**src/rtl/parity_irq_pkg.sv**
```systemverilog
package parity_irq_pkg;
  localparam int REG_W   = 8;
  localparam int LEVEL_W = 3;
  localparam int PEND_BIT = 5;
  localparam int EN_BIT   = 4;
  localparam int CLR_BIT  = 3;

  typedef struct packed {
    logic loadCfg;
    logic clearPend;
    logic setPend;
  } ctrlStrobes_t;
endpackage

```
**src/rtl/parity_irq_ctrl_fsm.sv**
```systemverilog
module parity_irq_ctrl_fsm
  import parity_irq_pkg::*;
#(
  parameter int RW = REG_W
) (
  input  logic          wrEn,
  input  logic [RW-1:0] wrData,
  input  logic          parErr,
  input  logic          modeParEn,
  input  logic          modeParInt,
  input  logic          cfgEn,
  output ctrlStrobes_t  strobes
);
  logic [1:0] modePair;
  logic       modeOk;

  assign modePair = {modeParEn, modeParInt};
  // interrupts selected in both "01" and "11" encodings
  assign modeOk   = (modePair == 2'b01) || (modePair == 2'b11);

  always_comb begin
    strobes.loadCfg   = wrEn;
    strobes.clearPend = wrEn && wrData[CLR_BIT];
    strobes.setPend   = parErr && cfgEn && modeOk;
  end
endmodule

```
**src/rtl/parity_irq_datapath.sv**
```systemverilog
module parity_irq_datapath
  import parity_irq_pkg::*;
#(
  parameter int RW = REG_W,
  parameter int LW = LEVEL_W
) (
  input  logic          clk,
  input  logic          rstN,
  input  logic [RW-1:0] wrData,
  input  ctrlStrobes_t  strobes,
  output logic          cfgEn,
  output logic [RW-1:0] rdData,
  output logic          irqPending,
  output logic [LW-1:0] irqLevel
);
  logic          pendReg;
  logic          enReg;
  logic [LW-1:0] lvlReg;

  always_ff @(posedge clk) begin
    if (!rstN) begin
      enReg  <= 1'b0;
      lvlReg <= '0;
    end else if (strobes.loadCfg) begin
      enReg  <= wrData[EN_BIT];
      lvlReg <= wrData[LW-1:0];
    end
  end

  // new error takes priority over acknowledge
  always_ff @(posedge clk) begin
    if (!rstN)                  pendReg <= 1'b0;
    else if (strobes.setPend)   pendReg <= 1'b1;
    else if (strobes.clearPend) pendReg <= 1'b0;
  end

  always_comb begin
    rdData           = '0;
    rdData[PEND_BIT] = pendReg;
    rdData[EN_BIT]   = enReg;
    rdData[LW-1:0]   = lvlReg;
  end

  assign cfgEn      = enReg;
  assign irqPending = pendReg;
  assign irqLevel   = (pendReg && (lvlReg != '0)) ? lvlReg : '0;
endmodule

```
**src/rtl/parity_irq_ctrl.sv**
```systemverilog
module parity_irq_ctrl
  import parity_irq_pkg::*;
(
  input  logic               clk,
  input  logic               rstN,
  input  logic               wrEn,
  input  logic [REG_W-1:0]   wrData,
  output logic [REG_W-1:0]   rdData,
  input  logic               parErr,
  input  logic               modeParEn,
  input  logic               modeParInt,
  output logic               irqPending,
  output logic [LEVEL_W-1:0] irqLevel
);
  ctrlStrobes_t strobes;
  logic         cfgEn;

  parity_irq_ctrl_fsm #(.RW(REG_W)) u_ctrl (
    .wrEn(wrEn), .wrData(wrData), .parErr(parErr),
    .modeParEn(modeParEn), .modeParInt(modeParInt),
    .cfgEn(cfgEn), .strobes(strobes)
  );

  parity_irq_datapath #(.RW(REG_W), .LW(LEVEL_W)) u_dp (
    .clk(clk), .rstN(rstN), .wrData(wrData), .strobes(strobes),
    .cfgEn(cfgEn), .rdData(rdData), .irqPending(irqPending),
    .irqLevel(irqLevel)
  );
endmodule

```
**config.mk**
```make
export PLATFORM = sky130hd
export DESIGN_NAME = parity_irq_ctrl
export DESIGN_NICKNAME = d
export VERILOG_FILES = /design/src/rtl/parity_irq_pkg.sv /design/src/rtl/parity_irq_ctrl_fsm.sv /design/src/rtl/parity_irq_datapath.sv /design/src/rtl/parity_irq_ctrl.sv
export SDC_FILE = /design/constraint.sdc
export NUM_CORES = 1
export LEC_CHECK = 0
export CORE_AREA = 2 2 39 41
export DETAILED_ROUTE_END_ITERATION = 6
export DIE_AREA = 0 0 41 43
export PLACE_DENSITY = 0.63
export REMOVE_ABC_BUFFERS = 1
export SYNTH_ARGS = -nofsm -noshare
export SYNTH_HDL_FRONTEND = slang
export SYNTH_SLANG_ARGS = --single-unit
```
**constraint.sdc**
```tcl
create_clock -name clk -period 0.8 [get_ports clk]
set_input_delay 0.08 -clock clk [delete_from_list [all_inputs] [get_ports clk]]
set_output_delay 0.08 -clock clk [all_outputs]
set_load 0.005 [all_outputs]
```
==> metrics.csv, run 1 <==
metric,value,unit
setup_tns,-0.343,ns
hold-critical path depth,3,
area of the multi-input gates,130,µm²
GP Congestion,0.650,
max-slew violation count,0,
met3 wire length,75,µm
clock sinks,5,
Final min period,0.916,ns
wl on met1,275,µm
DRT antenna net count,0,
post-synth top area share,37.9,%
critical path required time,0.72,ns
Setup-failing EPs final,3,
total power,0.000678,W
site row count,14,
simple-gate area share of the yosys netlist,23.7,%
Reg2Reg Launch Point,u_dp.cfgEn,
area added between synthesis and finish,68.7,%
first-pass GRT wire length,862,µm
period utilization,114,%
number of diodes,0,
Worst VDD drop,0.000743,V
max cap viols,0,
Reg2Reg Depth,3,
fraction of layout cells with a size suffix above 1,50.0,%
achievable frequency,1090,MHz
Worst EP arrival,0.84,ns
global-route usage over all layers,8.53,%
post-synthesis register bit count,5,
Hold Fails Final Rpt,0,
Worst R2R End,u_dp.cfgEn,
I/O pin count,26,
RSZ-0062 raised after global routing,yes,
Hold Crit Class,input pin to register,
status,finished with violations,
CTS tree,built,
leak pwr,0.212,nW
final core occ,32.2,%
uppermost layer routed,met4,
Vias/cell,3.73,
Syn Inst Count,27,
flop2flop setup slack,0.07,ns
Critical Path End Type,primary output,
post-synthesis mux area share,15.2,%
Port Buf Inserts,18,
Cell Pwr Density,1520,mW/mm²
GRT overflow,0,
fillers,168,
Detailed Routing Iterations Pass 1,2,
WS Path Type,register to primary output,
CTS max path bufs,2,
DR DRC count,0,
Die Y,43,µm
initial core utilization,19.1,%
largest family of logic cells by synthesized area,simple AND/OR/NAND/NOR gates,
crit path cell chain,"and2_4, buf_6",
clk_lat worst skew,0.24,ns
via count,231,
failing checks,setup timing,
clock root cell,clkbuf_4,
Unique masters post-synth,11,
post-CTS setup buffer count,0,
worst hold slack,0.417,ns
clock skew,0.00392,ns
initial drt markers,3,
Synth Area in Compound Gates,3.32,%
vias in the first global route,195,
Synth Cell Area,264,µm²
XOR/XNOR share of the synthesized area,0,%
cell taking the most area after synthesis,dfxtp_1,
CTS Buf Count,3,
Hold Path Origin,wrEn,
synthesized area per cell,9.78,µm²
Synthesis Warnings,0,
drt wl/cell,10.0,µm
Critical-path top delay cell,dfxtp_4,
Setup WS post-layout,-0.116,ns
Post-Synth Adder-Cell Area,0,%
H-tree lvl count,1,
final WL,620,µm
critical path startpoint category,register,
hold-fix buffers at CTS,0,
critical path's largest stage delay,0.35,ns
hold path endpoint,u_dp.lvlReg[0],
initial antenna violation count,0,
chip width,41,µm
core area,0.00138,mm²
Met2 Wirelength,249,µm
die area,0.00176,mm²
Nets,61,
Worst-path clk slew,0.05,ns
"top cells by area, synth","dfxtp_1 38%, mux2i_1 15%, buf_4 14%, nor2b_1 9.5%, and2_1 7.1%",
largest net degree at the start of global routing,7,
FF+latch area,109,µm²
register area share after synthesis,37.9,%
worst-path maximum fanout,6,
[Yosys cell counts (all sizes together)]
library cell	number
mux2i	4
buf	6
dfxtp	5
and2	4
o21ai	1
nand4	1
conb	1
nor2b	4
nand2	1
[layout by cell type (no fill, tap or decap)]
master | netlist | layout
and2_4 | 1 | 4
buf_2 | 0 | 6
buf_4 | 5 | 1
buf_6 | 1 | 3
clkbuf_1 | 0 | 1
clkbuf_4 | 0 | 3
clkdlybuf4s50_1 | 0 | 8
conb_1 | 1 | 3
dfxtp_2 | 0 | 4
dfxtp_4 | 0 | 1
dlygate4sd2_1 | 0 | 1
mux2i_1 | 4 | 4
nand2_1 | 1 | 1
nand4_1 | 1 | 1
nor2b_1 | 4 | 4
o21ai_2 | 1 | 1
[critical path, delay by kind of cell, from the launching register on]
family                 cells  cell delay, ns
flip-flops                 1            0.35
buffers and inverters      1            0.11
AND/OR/NAND/NOR            1            0.14
[state kept, by name, indices dropped and copies added, names as in the netlist]
name	count
u_dp.cfgEn	1
u_dp.lvlReg	3
u_dp.irqPending	1
[through the flow]
step                worst slack, ns  cell area [µm²]  instances
global route                 -0.145              445         62
finish                       -0.116              445         62
detailed placement           -0.320              430         58
global placement             -0.336              430         58
CTS                          -0.130              437         62
floorplan                     0.180              223         23
[per-layer routing]
layer | track usage, % | vias up
met1 | 9.94 | 97
met5 | 0 | -
met4 | 8.00 | 0
li1 | - | 117
met2 | 9.06 | 15
met3 | 6.81 | 2
[kinds of logic (layout without fill, tap and decap cells)]
kind of cell / count (synthesis) / after routing
other cells: 1 / 3
mux: 4 / 4
simple gates: 10 / 10
flops: 5 / 5
buf+inv: 6 / 23
compound gates: 1 / 1
[cell type report]
class,count,share of cell area [%]
flip-flops and latches,5,24.4
multi-input cells,18,29.2
well taps,16,4.49
clock buffers,4,5.90
repair buffers,19,36.0
[timing repair]
item,CTS,global route
cloned,0,0
pin swaps,1,0
setup endpoints to repair,13,5
gates resized for setup,47,2
[how the worst max path moves through the flow]
stage,startpoint,slack [ns],cells after the start,endpoint
2_1_floorplan,u_dp.irqPending,0.18,2,u_dp.irqPending
3_3_place_gp,u_dp.irqPending,-0.34,2,irqLevel[0]
3_5_place_dp,u_dp.irqPending,-0.32,2,irqLevel[0]
4_1_cts,u_dp.irqPending,-0.13,2,irqLevel[1]
5_1_grt,u_dp.irqPending,-0.15,2,irqLevel[0]
6_report,u_dp.irqPending,-0.12,2,irqLevel[2]
[power by group]
group          internal [W]  switching, W  total, W
clock network      0.000189      0.000111  0.000300
logic             0.0000703     0.0000351  0.000105
registers          0.000263    0.00000960  0.000273
(Power assumes the default switching activity.)
==> run 2, diff against run 1 <==
==> constraint.sdc (replaced) <==
create_clock -name clk -period 0.93 [get_ports clk]
set_input_delay 0.093 -clock clk [delete_from_list [all_inputs] [get_ports clk]]
set_output_delay 0.093 -clock clk [all_outputs]
set_load 0.005 [all_outputs]
==> run 2 against run 1 <==
  * The run still ends with setup timing left
  * Hold slack improved by 0.020 ns
  * Design area is 2.5% higher
  * Setup slack gained 0.024 ns
  * Utilization grew 0.81 points
  * Non-clock buffer count is 1 higher
  * Via count increased by 0.87%
==> metrics.csv, run 2 (synthesized netlist as in run 1, its figures left out) <==
metric,value,unit
CTS tree,built,
Placement Setup Slack,-0.217,ns
Reg2Reg Depth,3,
Die Y,43,µm
Worst R2R End,u_dp.cfgEn,
cell family with most CP delay,flip-flops,
hold-critical path depth,3,
GP Congestion,0.650,
vias in the first global route,192,
DR DRC count,0,
initial core utilization,19.1,%
drt wl/cell,9.63,µm
initial drt markers,3,
critical path startpoint category,register,
status,finished with violations,
CTS max path bufs,2,
Hold Path Origin,parErr,
Hold Crit Class,input pin to register,
H-tree lvl count,1,
Largest Register,u_dp.lvlReg,
site row count,14,
Hold Fails Final Rpt,0,
DP Area,430,µm²
clock sinks,5,
Worst VDD drop,0.000401,V
chip width,41,µm
final WL,607,µm
clk_lat worst skew,0.24,ns
Worst EP arrival,0.93,ns
CTS Buf Count,3,
Final min period,1.02,ns
max cap viols,0,
Seq pwr share,40.2,%
global-route usage over all layers,8.02,%
via count,233,
hold path endpoint,u_dp.irqPending,
CP Buf/Inv Count,2,
number of diodes,0,
Vias/cell,3.70,
leak pwr,0.210,nW
"commonest cells after routing, fill and taps aside","9 x clkdlybuf4s50_1, 4 x mux2i_1, 4 x nor2b_1",
fillers,164,
Nets,62,
die area,0.00176,mm²
Detailed Routing Iterations Pass 1,2,
Setup-failing EPs final,1,
largest net degree at the start of global routing,7,
critical path required time,0.84,ns
Setup WS post-layout,-0.0920,ns
worst hold slack,0.437,ns
crit path cell chain,"buf_6, and2_4, buf_6",
setup_tns,-0.0920,ns
Port Buf Inserts,18,
sw frac,21.8,%
clock root cell,clkbuf_4,
initial antenna violation count,0,
DRT antenna net count,0,
Combinational Power Share,16.7,%
worst-path maximum fanout,5,
achievable frequency,978,MHz
Worst-path clk slew,0.04,ns
design area,457,µm²
Reg2Reg Launch Point,u_dp.cfgEn,
failing checks,setup timing,
Cell Pwr Density,1270,mW/mm²
first-pass GRT wire length,807,µm
fraction of layout cells with a size suffix above 1,34.0,%
period utilization,110,%
WS Path Type,register to primary output,
"most common cell after layout, fill and taps aside",clkdlybuf4s50_1,
power share of the clock group,43.1,%
max-slew violation count,0,
hold-fix buffers at CTS,0,
most numerous cell on the critical path,buf_6,
Pint,0.000454,W
GRT overflow,0,
critical path's largest stage delay,0.35,ns
RSZ-0062 raised after global routing,yes,
Critical-path top delay cell,dfxtp_4,
core area,0.00138,mm²
Critical Path End Type,primary output,
Sw Pwr,0.000127,W
Largest register FFs,3,
clock skew,0.00438,ns
area added between synthesis and finish,73.0,%
flop2flop setup slack,0.20,ns
I/O pin count,26,
==> run 2: cell types whose count changed in the layout (fill, tap and decap cells not counted), sizes merged <==
| cell | change |
|---|---|
| clkdlybuf4s15 | +3 |
| clkbuf | +3 |
| clkdlybuf4s50 | +1 |
| buf | -6 |
==> run 2: cell type report <==
type	count	area [µm²]	area share, %
repair buffers	20	179	39.2
multi-input cells	18	125	27.4
flip-flops and latches	5	106	23.3
well taps	16	20.0	4.38
clock buffers	4	26.3	5.75
==> run 2: how the worst max path moves through the flow <==
stage / startpoint / end / slack [ns] / cells past startpoint
2_1_floorplan: u_dp.irqPending / irqLevel[0] / 0.30 / 1
4_1_cts: u_dp.irqPending / irqLevel[2] / -0.24 / 3
3_3_place_gp: u_dp.irqPending / irqLevel[0] / -0.22 / 2
3_5_place_dp: u_dp.irqPending / irqLevel[2] / -0.22 / 2
6_report: u_dp.irqPending / irqLevel[2] / -0.09 / 3
5_1_grt: u_dp.irqPending / irqLevel[2] / -0.13 / 3
==> run 2: power groups by stage <==
stage	logic, W	registers [W]	clock network, W
6_report	0.0000970	0.000234	0.000251
5_1_grt	0.000106	0.000235	0.000280
4_1_cts	0.0000972	0.000232	0.000267
3_5_place_dp	0.000103	0.000238	0
3_3_place_gp	0.000103	0.000239	0
2_1_floorplan	0.0000255	0.000239	0
==> run 2: worst min-delay path, delay by kind of cell <==
family                 cells  cell delay, ns
buffers and inverters      1            0.40
and+or+nand+nor            1            0.10
AOI/OAI and AO/OA          1            0.05
==> run 2: per-layer routing <==
metal  share of wire [%]  global-route usage, %
met3                  14                   6.81
met2                  44                   8.75
met5                   0                      0
met4                   0                   8.00
met1                  42                   8.65
==> run 2: repair_timing <==
action | CTS | global route
gates resized for setup | 18 | 13
pin swaps | 0 | 1
buffers inserted | 1 | 0
endpoints found under the setup margin | 9 | 7
cloned | 0 | 0
==> run 2: per-stage QoR <==
step | std cells | power [W] | utilization [%]
global placement | 58 | 0.000342 | 31.1
floorplan | 23 | 0.000264 | -
finish | 63 | 0.000581 | 33.0
global route | 63 | 0.000621 | 33.0
CTS | 63 | 0.000596 | 33.1
detailed placement | 58 | 0.000342 | 31.1
